`config.mk`:
```
export PLATFORM = sky130hd
export DESIGN_NAME = lrc_gen
export DESIGN_NICKNAME = d
export VERILOG_FILES = /design/src/rtl/lrc_pkg.sv /design/src/rtl/lrc_frame_track.sv /design/src/rtl/lrc_accum.sv /design/src/rtl/lrc_result.sv /design/src/rtl/lrc_gen.sv
export SDC_FILE = /design/constraint.sdc
export NUM_CORES = 1
export LEC_CHECK = 0
export BUFFER_PORTS_ARGS = -buffer_cell sky130_fd_sc_hd__buf_2
export CAP_MARGIN = 20
export CORE_ASPECT_RATIO = 0.7
export CORE_MARGIN = 4
export CORE_UTILIZATION = 58
export CTS_CLUSTER_SIZE = 10
export DETAILED_ROUTE_END_ITERATION = 10
export GPL_ROUTABILITY_DRIVEN = 0
export PLACE_DENSITY = 0.91
export SETUP_SLACK_MARGIN = 0.15
export SYNTH_ARGS = -nofsm -noshare
export SYNTH_HDL_FRONTEND = slang
export SYNTH_SLANG_ARGS = --single-unit
```
`constraint.sdc`:
```
create_clock -name clk -period 4.6 [get_ports clk]
set_input_delay 1.38 -clock clk [delete_from_list [all_inputs] [get_ports clk]]
set_output_delay 1.38 -clock clk [all_outputs]
set_load 0.1 [all_outputs]
```
`src/rtl/lrc_pkg.sv`:
```
package lrc_pkg;
  localparam int unsigned BYTE_W = 8;
  typedef logic [BYTE_W-1:0] byte_t;

  localparam byte_t CH_COLON = 8'h3A;
  localparam byte_t CH_CR    = 8'h0D;
  localparam byte_t CH_LF    = 8'h0A;

  function automatic byte_t twos_neg(input byte_t s);
    return byte_t'(~s) + byte_t'(1);
  endfunction
endpackage

```
`src/rtl/lrc_frame_track.sv`:
```
module lrc_frame_track (
  input  logic clk,
  input  logic rst_n,
  input  logic beat,
  input  logic som,
  input  logic eom,
  output logic take
);
  logic active_q;

  assign take = beat & (som | active_q);

  always_ff @(posedge clk or negedge rst_n) begin
    if (!rst_n) begin
      active_q <= 1'b0;
    end else if (take) begin
      active_q <= !eom;
    end
  end
endmodule

```
`src/rtl/lrc_accum.sv`:
```
module lrc_accum
  import lrc_pkg::*;
#(
  parameter bit STRIP_TRAILER = 1'b1
) (
  input  logic  clk,
  input  logic  rst_n,
  input  logic  take,
  input  logic  som,
  input  logic  eom,
  input  byte_t data,
  output logic  fin,
  output byte_t total
);
  byte_t sum_q;
  byte_t held_q;
  logic  held_v_q;

  byte_t base;
  logic  hv;
  logic  cur_ok;
  logic  pair;
  byte_t with_held;

  always_comb begin
    base      = som ? '0 : sum_q;
    hv        = !som && held_v_q;
    cur_ok    = !(som && (data == CH_COLON));
    with_held = base + (hv ? held_q : '0);
  end

  generate
    if (STRIP_TRAILER) begin : g_strip
      assign pair = hv && (held_q == CH_CR) && (data == CH_LF);
    end else begin : g_keep
      assign pair = 1'b0;
    end
  endgenerate

  assign total = pair ? base : (with_held + (cur_ok ? data : '0));
  assign fin   = take & eom;

  always_ff @(posedge clk or negedge rst_n) begin
    if (!rst_n) begin
      sum_q    <= '0;
      held_q   <= '0;
      held_v_q <= 1'b0;
    end else if (take) begin
      if (eom) begin
        sum_q    <= '0;
        held_v_q <= 1'b0;
      end else begin
        sum_q    <= with_held;
        held_q   <= data;
        held_v_q <= cur_ok;
      end
    end
  end
endmodule

```
`src/rtl/lrc_result.sv`:
```
module lrc_result
  import lrc_pkg::*;
(
  input  logic  clk,
  input  logic  rst_n,
  input  logic  fin,
  input  byte_t total,
  input  byte_t chk,
  input  logic  res_ready,
  output logic  res_valid,
  output byte_t res_lrc,
  output logic  res_match
);
  byte_t lrc_n;
  assign lrc_n = twos_neg(total);

  always_ff @(posedge clk or negedge rst_n) begin
    if (!rst_n) begin
      res_valid <= 1'b0;
      res_lrc   <= '0;
      res_match <= 1'b0;
    end else if (fin) begin
      res_valid <= 1'b1;
      res_lrc   <= lrc_n;
      res_match <= (lrc_n == chk);
    end else if (res_ready) begin
      res_valid <= 1'b0;
    end
  end
endmodule

```
`src/rtl/lrc_gen.sv`:
```
module lrc_gen
  import lrc_pkg::*;
#(
  parameter bit STRIP_TRAILER = 1'b1
) (
  input  logic              clk,
  input  logic              rst_n,
  input  logic              in_valid,
  output logic              in_ready,
  input  logic [BYTE_W-1:0] in_data,
  input  logic              in_som,
  input  logic              in_eom,
  input  logic [BYTE_W-1:0] in_chk,
  output logic              res_valid,
  input  logic              res_ready,
  output logic [BYTE_W-1:0] res_lrc,
  output logic              res_match
);
  logic  beat;
  logic  take;
  logic  fin;
  byte_t total;

  assign in_ready = !res_valid || res_ready;
  assign beat     = in_valid && in_ready;

  lrc_frame_track u_track (
    .clk   (clk),
    .rst_n (rst_n),
    .beat  (beat),
    .som   (in_som),
    .eom   (in_eom),
    .take  (take)
  );

  lrc_accum #(.STRIP_TRAILER(STRIP_TRAILER)) u_accum (
    .clk   (clk),
    .rst_n (rst_n),
    .take  (take),
    .som   (in_som),
    .eom   (in_eom),
    .data  (in_data),
    .fin   (fin),
    .total (total)
  );

  lrc_result u_res (
    .clk       (clk),
    .rst_n     (rst_n),
    .fin       (fin),
    .total     (total),
    .chk       (in_chk),
    .res_ready (res_ready),
    .res_valid (res_valid),
    .res_lrc   (res_lrc),
    .res_match (res_match)
  );
endmodule

```
Word level (Yosys, flattened, before mapping)
Cells that the tools add are included.
W data, S select, Z words.
- output and inout port bits: 11
- bits in latches: 0
- memories kept: 0
- ROM bits: 0
- register bits after elaboration: 28
- input bits: 22
- bits in writable memories: 0
- div/mod/pow operators: 0
- $lt $le $gt $ge: 0
- mux-type cells: 8
- reduce and logical (&&, ||, !) cells: 12
- add/sub/neg operators: 3
- eq/ne operators: 4
- bitwise logic cells: 5
- multiply operators: 0
- shift operators: 0
- operator list (cell ; count):
    $mux W8 ; 5
    $add A8 B8 Y8 ; 2
    $eq A8 B4 Y1 const B ; 2
    $add A8 B1 Y8 const B ; 1
    $eq A8 B6 Y1 const B ; 1
    $eq A8 B8 Y1 ; 1
    $not A8 Y8 ; 1
    $logic_and A1 B1 Y1 ; 5
    $logic_not A1 Y1 ; 4
    $mux W1 ; 3
    $and A1 B1 Y1 ; 2
    $reduce_and A2 Y1 ; 1
    $reduce_bool A2 Y1 ; 1
    $logic_or A1 B1 Y1 ; 1
    $not A1 Y1 ; 1
    $or A1 B1 Y1 ; 1

Depth between registers and ports, before layout
Gate-level depths: netlist (run 1).
- depth after elaboration: 9
- gate-level depth with buffers: 18
- depth with buffers taken out: 18

Cells and area by module
A second synthesis (run 1) with hierarchy kept.
- cell total of the unflattened synthesis: 237
- area total of the unflattened synthesis: 2336.0 µm²
- by module, submodules not included (module ; cells each ; area an instance (µm²) ; times used ; seq. area each (µm²)):
    lrc_accum ; 167 ; 1549.0 ; 1 ; 425.4
    lrc_result ; 64 ; 721.9 ; 1 ; 250.2
    lrc_frame_track ; 4 ; 42.5 ; 1 ; 25.0
    lrc_gen ; 2 ; 22.5 ; 1 ; 0.0

Worst setup path before layout (run 1)
Ideal clock, no wire load.
- kind: input port to flip-flop
- start: input in_som
- end: register u_res.res_match
- slack: -345 ps
- stages on the path: 17
- path buffers: 1
- setup time: 123 ps
- arrival time: 4822 ps
- path through: clkbuf_1 -> nor2b_1 -> ha_1 -> fa_1 -> a21o_1 -> a21oi_1 -> o21bai_1 -> a21oi_1 -> xnor2_1 -> ha_1 -> inv_1 -> or4_1 -> and3_1 -> o21ai_2 -> nor3_4 -> xnor3_1 -> a32o_1
- longest elaborated chain between the ends: 9
- elaborated cells between the ends (all ways): 17
- those cells by class: add/sub (3); eq/ne (1); mux (4); bitwise (4); reduce/logical (5)
- ends and longest elaborated chain (what ; line ; source):
    start: declaration ; lrc_gen.sv:11 ; input logic in_som,
    $logic_not A1 Y1 ; lrc_accum.sv:27 ; hv = !som && held_v_q;
    $logic_and A1 B1 Y1 ; lrc_accum.sv:27 ;
    $mux W8 ; lrc_accum.sv:29 ; with_held = base + (hv ? held_q : '0);
    $add A8 B8 Y8 ; lrc_accum.sv:29 ;
    $add A8 B8 Y8 ; lrc_accum.sv:40 ; assign total = pair ? base : (with_held + (cur_ok ? data : '0));
    $mux W8 ; lrc_accum.sv:40 ;
    $not A8 Y8 ; lrc_pkg.sv:10 ; return byte_t'(~s) + byte_t'(1);
    $add A8 B1 Y8 ; lrc_pkg.sv:10 ;
    $eq A8 B8 Y1 ; lrc_result.sv:25 ; res_match <= (lrc_n == chk);
    end signal: assignment ; lrc_result.sv:25 ;
    end: declaration ; lrc_result.sv:12 ; output logic res_match
Several ways; a longest one is shown, not always the timed one.
A chain may end at the register's enable or synchronous reset.

Final worst setup path (run 1)
Ends and elaborated chain as after synthesis.

==> run_results.csv, run 1 <==
group,metric,value,unit
timing,tightest_slew,647.7,ps
worst_hold_path,hp-class,"reg2reg",
logic_synthesis,yosysTopAreaCellShare,30.08,%
floorplanning,die_h,61.03,um
outcome,outcome,"complete, but fails checks",
logic_synthesis,yosysSeqAreaShare,30.08,%
final_layout,fin_util,88.04,%
final_layout,antenna_cells,0,
grt,grt_usage,30.47,%
place,place_area,2865,um^2
worst_setup_path,path_max_fanout,8,
timing,timing.hold.ws,494.5,ps
worst_setup_path,cp_cell_sequence,"buf_8 > buf_12 > nor2b_4 > ha_1 > a211oi_1 > nor2_2 > nor2_2 > xnor2_2 > ha_1 > or2_4 > a21oi_2 > a31oi_1 > xor2_1 > xnor2_1 > o21ai_2 > xnor3_1 > a32o_1",
worst_setup_path,cp_top_family,"compound AO/OA/AOI/OAI gates",
logic_synthesis,yosysMostFrequentCell,"dfrtp_1",
power_and_ir_drop,p_leak,1.557,nW
logic_synthesis,async_reset_ff_share,100.0,%
cts,root_buffer,"clkbuf_8",
power_and_ir_drop,peakVddDrop,0.0005251,V
logic_synthesis,ys.flop_type,"dfrtp_1",
worst_hold_path,hold-path-cell-count,1,
worst_setup_path,cp-end-kind,"register",
grt,grt_max_degree,29,
timing,finClkSkew,6.448,ps
worst_setup_path,rr_startpoint,"u_accum.held_v_q$_DFFE_PN0P_",
floorplanning,num_io_pins,33,
cts,postCtsHoldBufs,0,
logic_synthesis,syn_inst,239,
logic_synthesis,synth_edf_count,0,
worst_setup_path,reg2reg_slack,460,ps
floorplanning,die_x,83.75,um
power_and_ir_drop,p_per_area,478.8,nW/um^2
logic_synthesis,synthesis.nets,279,
timing,maxSlewHeadroom,56.63,%
worst_setup_path,cp.depth,17,
worst_setup_path,path_class,"in2reg",
grt,grt_overflow_total,0,
floorplanning,die_area,5111,um^2
worst_hold_path,holdPathEnd,"u_track.active_q$_DFFE_PN0P_",
outcome,violations,"negative setup slack",
final_layout,final_nets,358,
logic_synthesis,yosys-top-cells-count,"dfrtp_1, nand2_1, ha_1",
floorplanning,start_util,63.08,%
logic_synthesis,yosys.area.top_type,"dfrtp_1",
worst_setup_path,worst_path_max_delay_cell,"a211oi_1",
final_layout,drive_gt1_share,47.00,%
worst_setup_path,crit_arrival,5010,ps
logic_synthesis,ys_types,52,
final_layout,multiInputGateArea,1802,um^2
routing,drc_errors,0,
timing,finalSetupViolCount,1,
place,hpwl,5092,um
logic_synthesis,synth-seq-cells,28,
routing,dr_total_vias,2422,
timing,slew_viol_final,0,
final_layout,fillers,166,
worst_setup_path,crit_required,4800,ps
cts,numCtsBuffers,3,
timing,finalCriticalPeriod,4809,ps
cts,cts_num_sinks,28,
routing,wl,8778,um
place,io_buffers,32,
routing,drtAntennaViolNets,0,
worst_hold_path,hold_start,"u_track.active_q$_DFFE_PN0P_",
routing,dr.pass1.iters,5,
final_layout,final_area,3252,um^2
cts,h-tree-depth,1,
timing,max_freq,207.9,MHz
cts,worstSkewPairLatency,300,ps
logic_synthesis,syn-mean-instance-area,9.748,um^2
worst_setup_path,rr_worst_depth,18,
grt,antenna_found_initial,0,
cts,cts_tree,"done",
timing,rsz0062_at_grt,"true",
floorplanning,fp-row-count,18,
final_layout,seq_area,700.7,um^2
final_layout,area_delta_synth_final,39.58,%
run,maxCapViolCount,0,
routing,via_per_inst,6.599,
timing,final.setup.worst_slack,-209.4,ps
grt,grt_pass1_wl,11780,um
timing,fin_crit_sh,104.6,%
logic_synthesis,netlist_top_cells_area,"dfrtp_1, ha_1, xnor2_1",
routing,wl_per_cell,23.92,um
routing,dr.first_iter.drc_count,380,
grt,grt_pass1_vias,2228,
worst_setup_path,critPathBufInv,2,
worst_setup_path,max_stage_delay,350,ps
logic_synthesis,syn-cell-area,2330,um^2
cts,clkTransAtPathRegs,110,ps
logic_synthesis,ys_warn_count,0,
cts,clockBufferDepth,2,
floorplanning,fp.coreArea,3694,um^2
worst_setup_path,rr_endpoint,"u_res.res_match$_DFFE_PN0P_",
worst_setup_path,start_kind,"primary input",
timing,final_hold_viol_count,0,
## logic make-up after synthesis
family          after synthesis  share of synthesized area (%)
compound gates               48                          14.82
fa+ha+maj                    18                          10.31
flops                        28                          30.08
buf+inv                      17                          3.061
mux                          15                          6.982
simple gates                 88                          22.88
xor+xnor                     25                          11.87
## cell type report
class                   count  share of cell area (%)
multi-input cells         194                   55.41
flip-flops and latches     28                   21.55
repair buffers             82                   17.81
well taps                  50                   1.924
clock buffers               3                   1.270
inverters                   9                   1.116
clock inverters             1                  0.9234
## layout by cell type (no fill, tap or decap), drive strengths merged, types with 10 or more instances in the layout
cell | synthesis | final
ha | 16 | 16
buf | 1 | 81
o21ai | 13 | 13
mux2 | 10 | 10
dfrtp | 28 | 28
nand2 | 18 | 18
nor2 | 14 | 14
nor2b | 14 | 14
xnor2 | 13 | 13
## per-stage QoR
| stage | instances | power, mW | worst slack [ps] | setup TNS (ps) |
|---|---|---|---|---|
| 3_3_place_gp | 352 | 1.154 | -325.9 | -659.0 |
| 2_1_floorplan | 239 | 0.9589 | 90.26 | 0 |
| 4_1_cts | 361 | 1.416 | 51.05 | 0 |
| 6_report | 367 | 1.557 | -209.4 | -209.4 |
| 5_1_grt | 367 | 1.604 | -316.1 | -396.1 |
| 3_5_place_dp | 352 | 1.184 | -431.5 | -998.3 |
## state kept, by name (all words and copies together), names as in the netlist
register,cells
u_res.res_lrc,8
u_res.res_match,1
u_accum.sum_q,8
u_track.active_q,1
u_accum.held_v_q,1
u_accum.held_q,8
u_res.res_valid,1
## where the power goes
group / switching (mW) / total [mW] / internal, mW
clock network: 0.0957 / 0.213 / 0.117
registers: 0.0542 / 0.367 / 0.313
logic: 0.607 / 0.977 / 0.370
total: 0.757 / 1.56 / 0.800
## worst max-delay path by stage
stage                     startpoint                           to  slack (ps)
after floorplan               in_som  u_res.res_match$_DFFE_PN0P_          90
after global placement        in_som  u_res.res_match$_DFFE_PN0P_        -330
after detailed placement      in_som  u_res.res_match$_DFFE_PN0P_        -430
after CTS                     in_som  u_res.res_match$_DFFE_PN0P_          50
after global routing          in_som  u_res.res_match$_DFFE_PN0P_        -320
final                         in_som  u_res.res_match$_DFFE_PN0P_        -210
## routing by layer
layer | GRT usage, % | up-vias | part of all wire, %
li1 | - | 1010 | -
met1 | 39.61 | 1170 | 40
met2 | 52.89 | 202 | 44
met3 | 6.551 | 40 | 12
met4 | 8.945 | 0 | 3.7
met5 | 0 | - | 0
## what timing repair did
item	4_1_cts	5_1_grt
buffers inserted	5	5
resized for setup	15	29
endpoints found under the setup margin	3	4
pin swaps	17	19
(Power assumes the default switching activity.)
==> run 2: changes to the inputs <==
--- a/config.mk
+++ b/config.mk
@@ -15,6 +15,8 @@
 export GPL_ROUTABILITY_DRIVEN = 0
 export PLACE_DENSITY = 0.91
 export SETUP_SLACK_MARGIN = 0.15
+export SKIP_CTS_REPAIR_TIMING = 1
 export SYNTH_ARGS = -nofsm -noshare
 export SYNTH_HDL_FRONTEND = slang
 export SYNTH_SLANG_ARGS = --single-unit
+export TNS_END_PERCENT = 100
==> run_results.csv, run 2 (synthesis results as in run 1) <==
group,metric,value,unit
outcome,outcome,"complete, but fails checks",
outcome,violations,"negative setup slack",
timing,fin_crit_sh,101.8,%
worst_setup_path,path_max_fanout,3,
final_layout,final_area,3191,um^2
timing,final.setup.worst_slack,-84.12,ps
floorplanning,fp-row-count,18,
timing,setup_tns,-84.12,ps
place,place_area,2865,um^2
timing,final_hold_viol_count,0,
final_layout,fin_util,86.38,%
grt,grt_pass1_vias,2146,
timing,finalSetupViolCount,1,
grt,grt_overflow_total,0,
power_and_ir_drop,total_power,1.512,mW
floorplanning,num_io_pins,33,
cts,cts_num_sinks,28,
cts,h-tree-depth,1,
timing,finalCriticalPeriod,4684,ps
floorplanning,die_h,61.03,um
power_and_ir_drop,p_leak,1.534,nW
timing,timing.hold.ws,496.3,ps
floorplanning,start_util,63.08,%
grt,antenna_found_initial,0,
worst_setup_path,worst_path_max_delay_cell,"fa_2",
worst_hold_path,hp-class,"reg2reg",
timing,rsz0062_at_grt,"true",
worst_hold_path,hold-path-cell-count,1,
worst_setup_path,crit_required,4790,ps
grt,grt_usage,26.63,%
routing,drtAntennaViolNets,0,
final_layout,mostFrequentLayoutCells,"buf_4, buf_2, dfrtp_1",
cts,worstSkewPairLatency,290,ps
worst_setup_path,path_class,"in2reg",
timing,finClkSkew,8.418,ps
grt,grt_pass1_wl,10420,um
worst_setup_path,crit_arrival,4880,ps
routing,dr.pass1.iters,5,
power_and_ir_drop,peakVddDrop,0.0005712,V
worst_hold_path,holdPathEnd,"u_track.active_q$_DFFE_PN0P_",
grt,grt_max_degree,29,
timing,slew_viol_final,0,
cts,clkTransAtPathRegs,110,ps
place,hpwl,5092,um
final_layout,drive_gt1_share,45.71,%
worst_setup_path,rr_endpoint,"u_res.res_match$_DFFE_PN0P_",
cts,clockBufferDepth,2,
place,io_buffers,32,
worst_setup_path,reg2reg_slack,570,ps
timing,maxSlewHeadroom,53.76,%
floorplanning,die_x,83.75,um
power_and_ir_drop,p_per_area,473.8,nW/um^2
final_layout,final_nets,356,
worst_setup_path,max_stage_delay,370,ps
routing,wl,8045,um
worst_setup_path,rr_startpoint,"u_accum.held_v_q$_DFFE_PN0P_",
floorplanning,die_area,5111,um^2
final_layout,area_delta_synth_final,36.95,%
run,maxCapViolCount,0,
timing,max_freq,213.5,MHz
worst_setup_path,cp-end-kind,"register",
floorplanning,fp.coreArea,3694,um^2
cts,numCtsBuffers,3,
routing,via_per_inst,6.449,
routing,drc_errors,0,
final_layout,final_common_cell,"buf_4",
final_layout,fillers,171,
worst_setup_path,rr_worst_depth,19,
worst_setup_path,cp_top_family,"compound AO/OA/AOI/OAI gates",
routing,wl_per_cell,22.04,um
worst_hold_path,hold_start,"u_track.active_q$_DFFE_PN0P_",
timing,tightest_slew,687.3,ps
final_layout,antenna_cells,0,
final_layout,top_regs,"u_accum.held_q: 8 flops, u_accum.sum_q: 8 flops, u_res.res_lrc: 8 flops",
routing,dr_total_vias,2354,
cts,root_buffer,"clkbuf_8",
routing,dr.first_iter.drc_count,282,
worst_setup_path,start_kind,"primary input",
worst_setup_path,critPathBufInv,3,
cts,cts_tree,"done",
worst_setup_path,cp_cell_sequence,"buf_8 > nor2b_4 > and2_4 > ha_4 > fa_2 > a21o_1 > a21oi_4 > o21bai_1 > a21oi_1 > xnor2_1 > ha_1 > inv_2 > nor3_2 > a221oi_2 > and3_4 > o21ai_2 > buf_4 > nor3_4 > xnor3_1 > a32o_1",
run 2: per-stage QoR:
step	cells	worst slack, ps
2_1_floorplan	239	90.26
3_3_place_gp	352	-325.9
3_5_place_dp	352	-431.5
4_1_cts	356	-155.8
5_1_grt	365	-114.1
6_report	365	-84.12
run 2: per-layer routing:
metal  vias up  track usage [%]  share of wire [%]
li1       1008                -                  -
met1      1123            34.88                 40
met2       176            45.64                 44
met3        47            5.882                 11
met4         0            8.028                4.7
met5         -                0                  0
run 2: worst reg2reg max path, delay by kind of cell (launching register included):
| family | cells | cell delay [ps] |
|---|---|---|
| adders and majority gates | 3 | 870 |
| AOI/OAI and AO/OA | 7 | 1150 |
| buffers and inverters | 2 | 280 |
| DFF | 1 | 420 |
| xor gates and xnor gates | 2 | 450 |
| and+or+nand+nor | 5 | 770 |
run 2: how the worst max path moves through the flow:
stage | start | end | slack [ps] | cells past startpoint
floorplan | in_som | u_res.res_match$_DFFE_PN0P_ | 90 | 16
global placement | in_som | u_res.res_match$_DFFE_PN0P_ | -330 | 17
detailed placement | in_som | u_res.res_match$_DFFE_PN0P_ | -430 | 17
CTS | in_som | u_res.res_match$_DFFE_PN0P_ | -160 | 18
global route | in_som | u_res.res_match$_DFFE_PN0P_ | -110 | 20
finish | in_som | u_res.res_match$_DFFE_PN0P_ | -80 | 20
run 2: report_power, final:
group / leakage (nW) / switching, mW / internal, mW
sequential: 0.354 / 0.0543 / 0.313
combinational: 1.14 / 0.590 / 0.347
clock: 0.0357 / 0.0911 / 0.117
run 2: final cells by class:
cell class	instances	area, um^2	area share [%]
multi-input cells	194	1772	55.53
flip-flops and latches	28	700.7	21.96
repair buffers	80	550.5	17.25
well taps	50	62.56	1.961
clock buffers	3	41.29	1.294
inverters	9	33.78	1.059
clock inverters	1	30.03	0.9412
==> run 3: changes to the inputs <==
--- a/config.mk
+++ b/config.mk
@@ -7,7 +7,7 @@
 export LEC_CHECK = 0
 export BUFFER_PORTS_ARGS = -buffer_cell sky130_fd_sc_hd__buf_2
 export CAP_MARGIN = 20
-export CORE_ASPECT_RATIO = 0.7
+export CORE_ASPECT_RATIO = 1.5
 export CORE_MARGIN = 4
 export CORE_UTILIZATION = 58
 export CTS_CLUSTER_SIZE = 10
==> run_results.csv, run 3 (synthesis results as in run 1) <==
group,metric,value,unit
place,place_area,2844,um^2
final_layout,final_nets,355,
floorplanning,fp.coreArea,3924,um^2
final_layout,final_area,3227,um^2
final_layout,antenna_cells,0,
routing,wl_per_cell,22.82,um
routing,drtAntennaViolNets,0,
timing,finalCriticalPeriod,4752,ps
timing,finalSetupViolCount,2,
floorplanning,start_util,59.37,%
outcome,violations,"negative setup slack",
timing,fin_crit_sh,103.3,%
grt,antenna_found_initial,0,
cts,h-tree-depth,1,
worst_setup_path,cp-end-kind,"register",
timing,setup_tns,-208.9,ps
routing,dr.first_iter.drc_count,103,
cts,worstSkewPairLatency,290,ps
run,maxCapViolCount,0,
final_layout,fillers,226,
floorplanning,die_x,59.75,um
worst_setup_path,path_max_fanout,9,
timing,slew_viol_final,0,
floorplanning,die_h,85.62,um
final_layout,drive_gt1_share,46.82,%
grt,grt_pass1_vias,2259,
worst_hold_path,hp-class,"reg2reg",
final_layout,mostFrequentLayoutCells,"buf_4, buf_2, dfrtp_1",
final_layout,final_common_cell,"buf_4",
worst_setup_path,crit_required,4790,ps
grt,grt_pass1_wl,10250,um
timing,final.setup.worst_slack,-151.5,ps
grt,grt_overflow_total,0,
routing,via_per_inst,6.426,
floorplanning,num_io_pins,33,
floorplanning,fp-row-count,28,
cts,cts_tree,"done",
routing,dr.pass1.iters,4,
place,hpwl,4921,um
routing,wl,8191,um
timing,timing.hold.ws,486.3,ps
power_and_ir_drop,peakVddDrop,0.0006275,V
worst_setup_path,crit_arrival,4940,ps
power_and_ir_drop,p_per_area,472.1,nW/um^2
floorplanning,die_area,5116,um^2
cts,root_buffer,"clkbuf_8",
final_layout,fin_util,82.24,%
outcome,outcome,"complete, but fails checks",
routing,dr_total_vias,2307,
worst_setup_path,path_class,"in2reg",
place,io_buffers,32,
power_and_ir_drop,p_leak,1.536,nW
cts,numCtsBuffers,3,
cts,clockBufferDepth,2,
timing,finClkSkew,3.230,ps
final_layout,top_regs,"u_accum.held_q: 8 flops, u_accum.sum_q: 8 flops, u_res.res_lrc: 8 flops",
routing,drc_errors,0,
cts,clkTransAtPathRegs,110,ps
cts,cts_num_sinks,28,
grt,grt_usage,26.50,%
timing,max_freq,210.5,MHz
timing,rsz0062_at_grt,"true",
grt,grt_max_degree,29,
timing,maxSlewHeadroom,56.11,%
final_layout,area_delta_synth_final,38.51,%
timing,final_hold_viol_count,0,
timing,tightest_slew,658.4,ps
worst_setup_path,start_kind,"primary input",
==> run 3: changes by cell type in the layout (fill, tap and decap cells not counted), moves of 2 or more <==
cell     previous run  this run
xnor2_2             3         5
ha_1               12        10
o21ai_2             3         1
ha_4                4         6
==> run 3: power breakdown <==
group          total (mW)  switching (mW)  internal [mW]
clock               0.212          0.0950          0.117
sequential          0.359          0.0467          0.313
combinational       0.952           0.594          0.358
==> run 3: cell type report <==
class | count | area, um^2 | area share, %
clock inverter | 1 | 30.03 | 0.9306
multi-input combinational | 194 | 1819 | 56.38
tap | 45 | 56.30 | 1.745
timing repair buffer | 79 | 543.0 | 16.83
sequential | 28 | 700.7 | 21.71
clock buffer | 3 | 41.29 | 1.280
inverter | 9 | 36.28 | 1.124
==> run 3: routing by layer <==
layer / share of wire (%) / wire [um] / global-route usage, %
met4: 10 / 823 / 15.52
met3: 5.9 / 481 / 2.410
met1: 32 / 2640 / 27.53
met2: 52 / 4246 / 48.92
met5: 0 / 0 / 0
==> run 3: path summary, 6_finish.rpt <==
| check | start | end | slack, ps | cells past startpoint |
|---|---|---|---|---|
| worst max-delay path | in_som | u_res.res_match$_DFFE_PN0P_ | -150 | 18 |
| worst min-delay path | u_res.res_lrc[5]$_DFFE_PN0P_ | u_res.res_lrc[5]$_DFFE_PN0P_ | 490 | 2 |
| worst max register to register | u_accum.held_v_q$_DFFE_PN0P_ | u_res.res_match$_DFFE_PN0P_ | 490 | 17 |
| worst min register to register | u_res.res_lrc[5]$_DFFE_PN0P_ | u_res.res_lrc[5]$_DFFE_PN0P_ | 490 | 2 |
| max in group asynchronous | rst_n | u_res.res_lrc[2]$_DFFE_PN0P_ | 3080 | 1 |
| min in group asynchronous | rst_n | u_res.res_valid$_DFFE_PN0P_ | 1100 | 1 |
==> run 3: through the flow <==
step | std cells | power, mW | worst slack (ps)
floorplan | 239 | 0.9589 | 90.26
detailed placement | 345 | 1.174 | -397.2
finish | 359 | 1.523 | -151.5
CTS | 349 | 1.378 | -164.6
global placement | 345 | 1.137 | -217.3
global route | 359 | 1.584 | -260.1
==> run 3: worst max-delay path: stages <==
cell	delay (ps)
buf_8	90
buf_12	130
nor2b_4	50
ha_4	160
fa_2	350
a21o_1	210
a21oi_4	190
o21bai_1	110
a21oi_2	220
xnor2_2	130
ha_4	340
inv_4	50
or4_1	410
and3_4	200
o21ai_4	180
nor3_4	70
xnor3_1	360
a32o_1	290
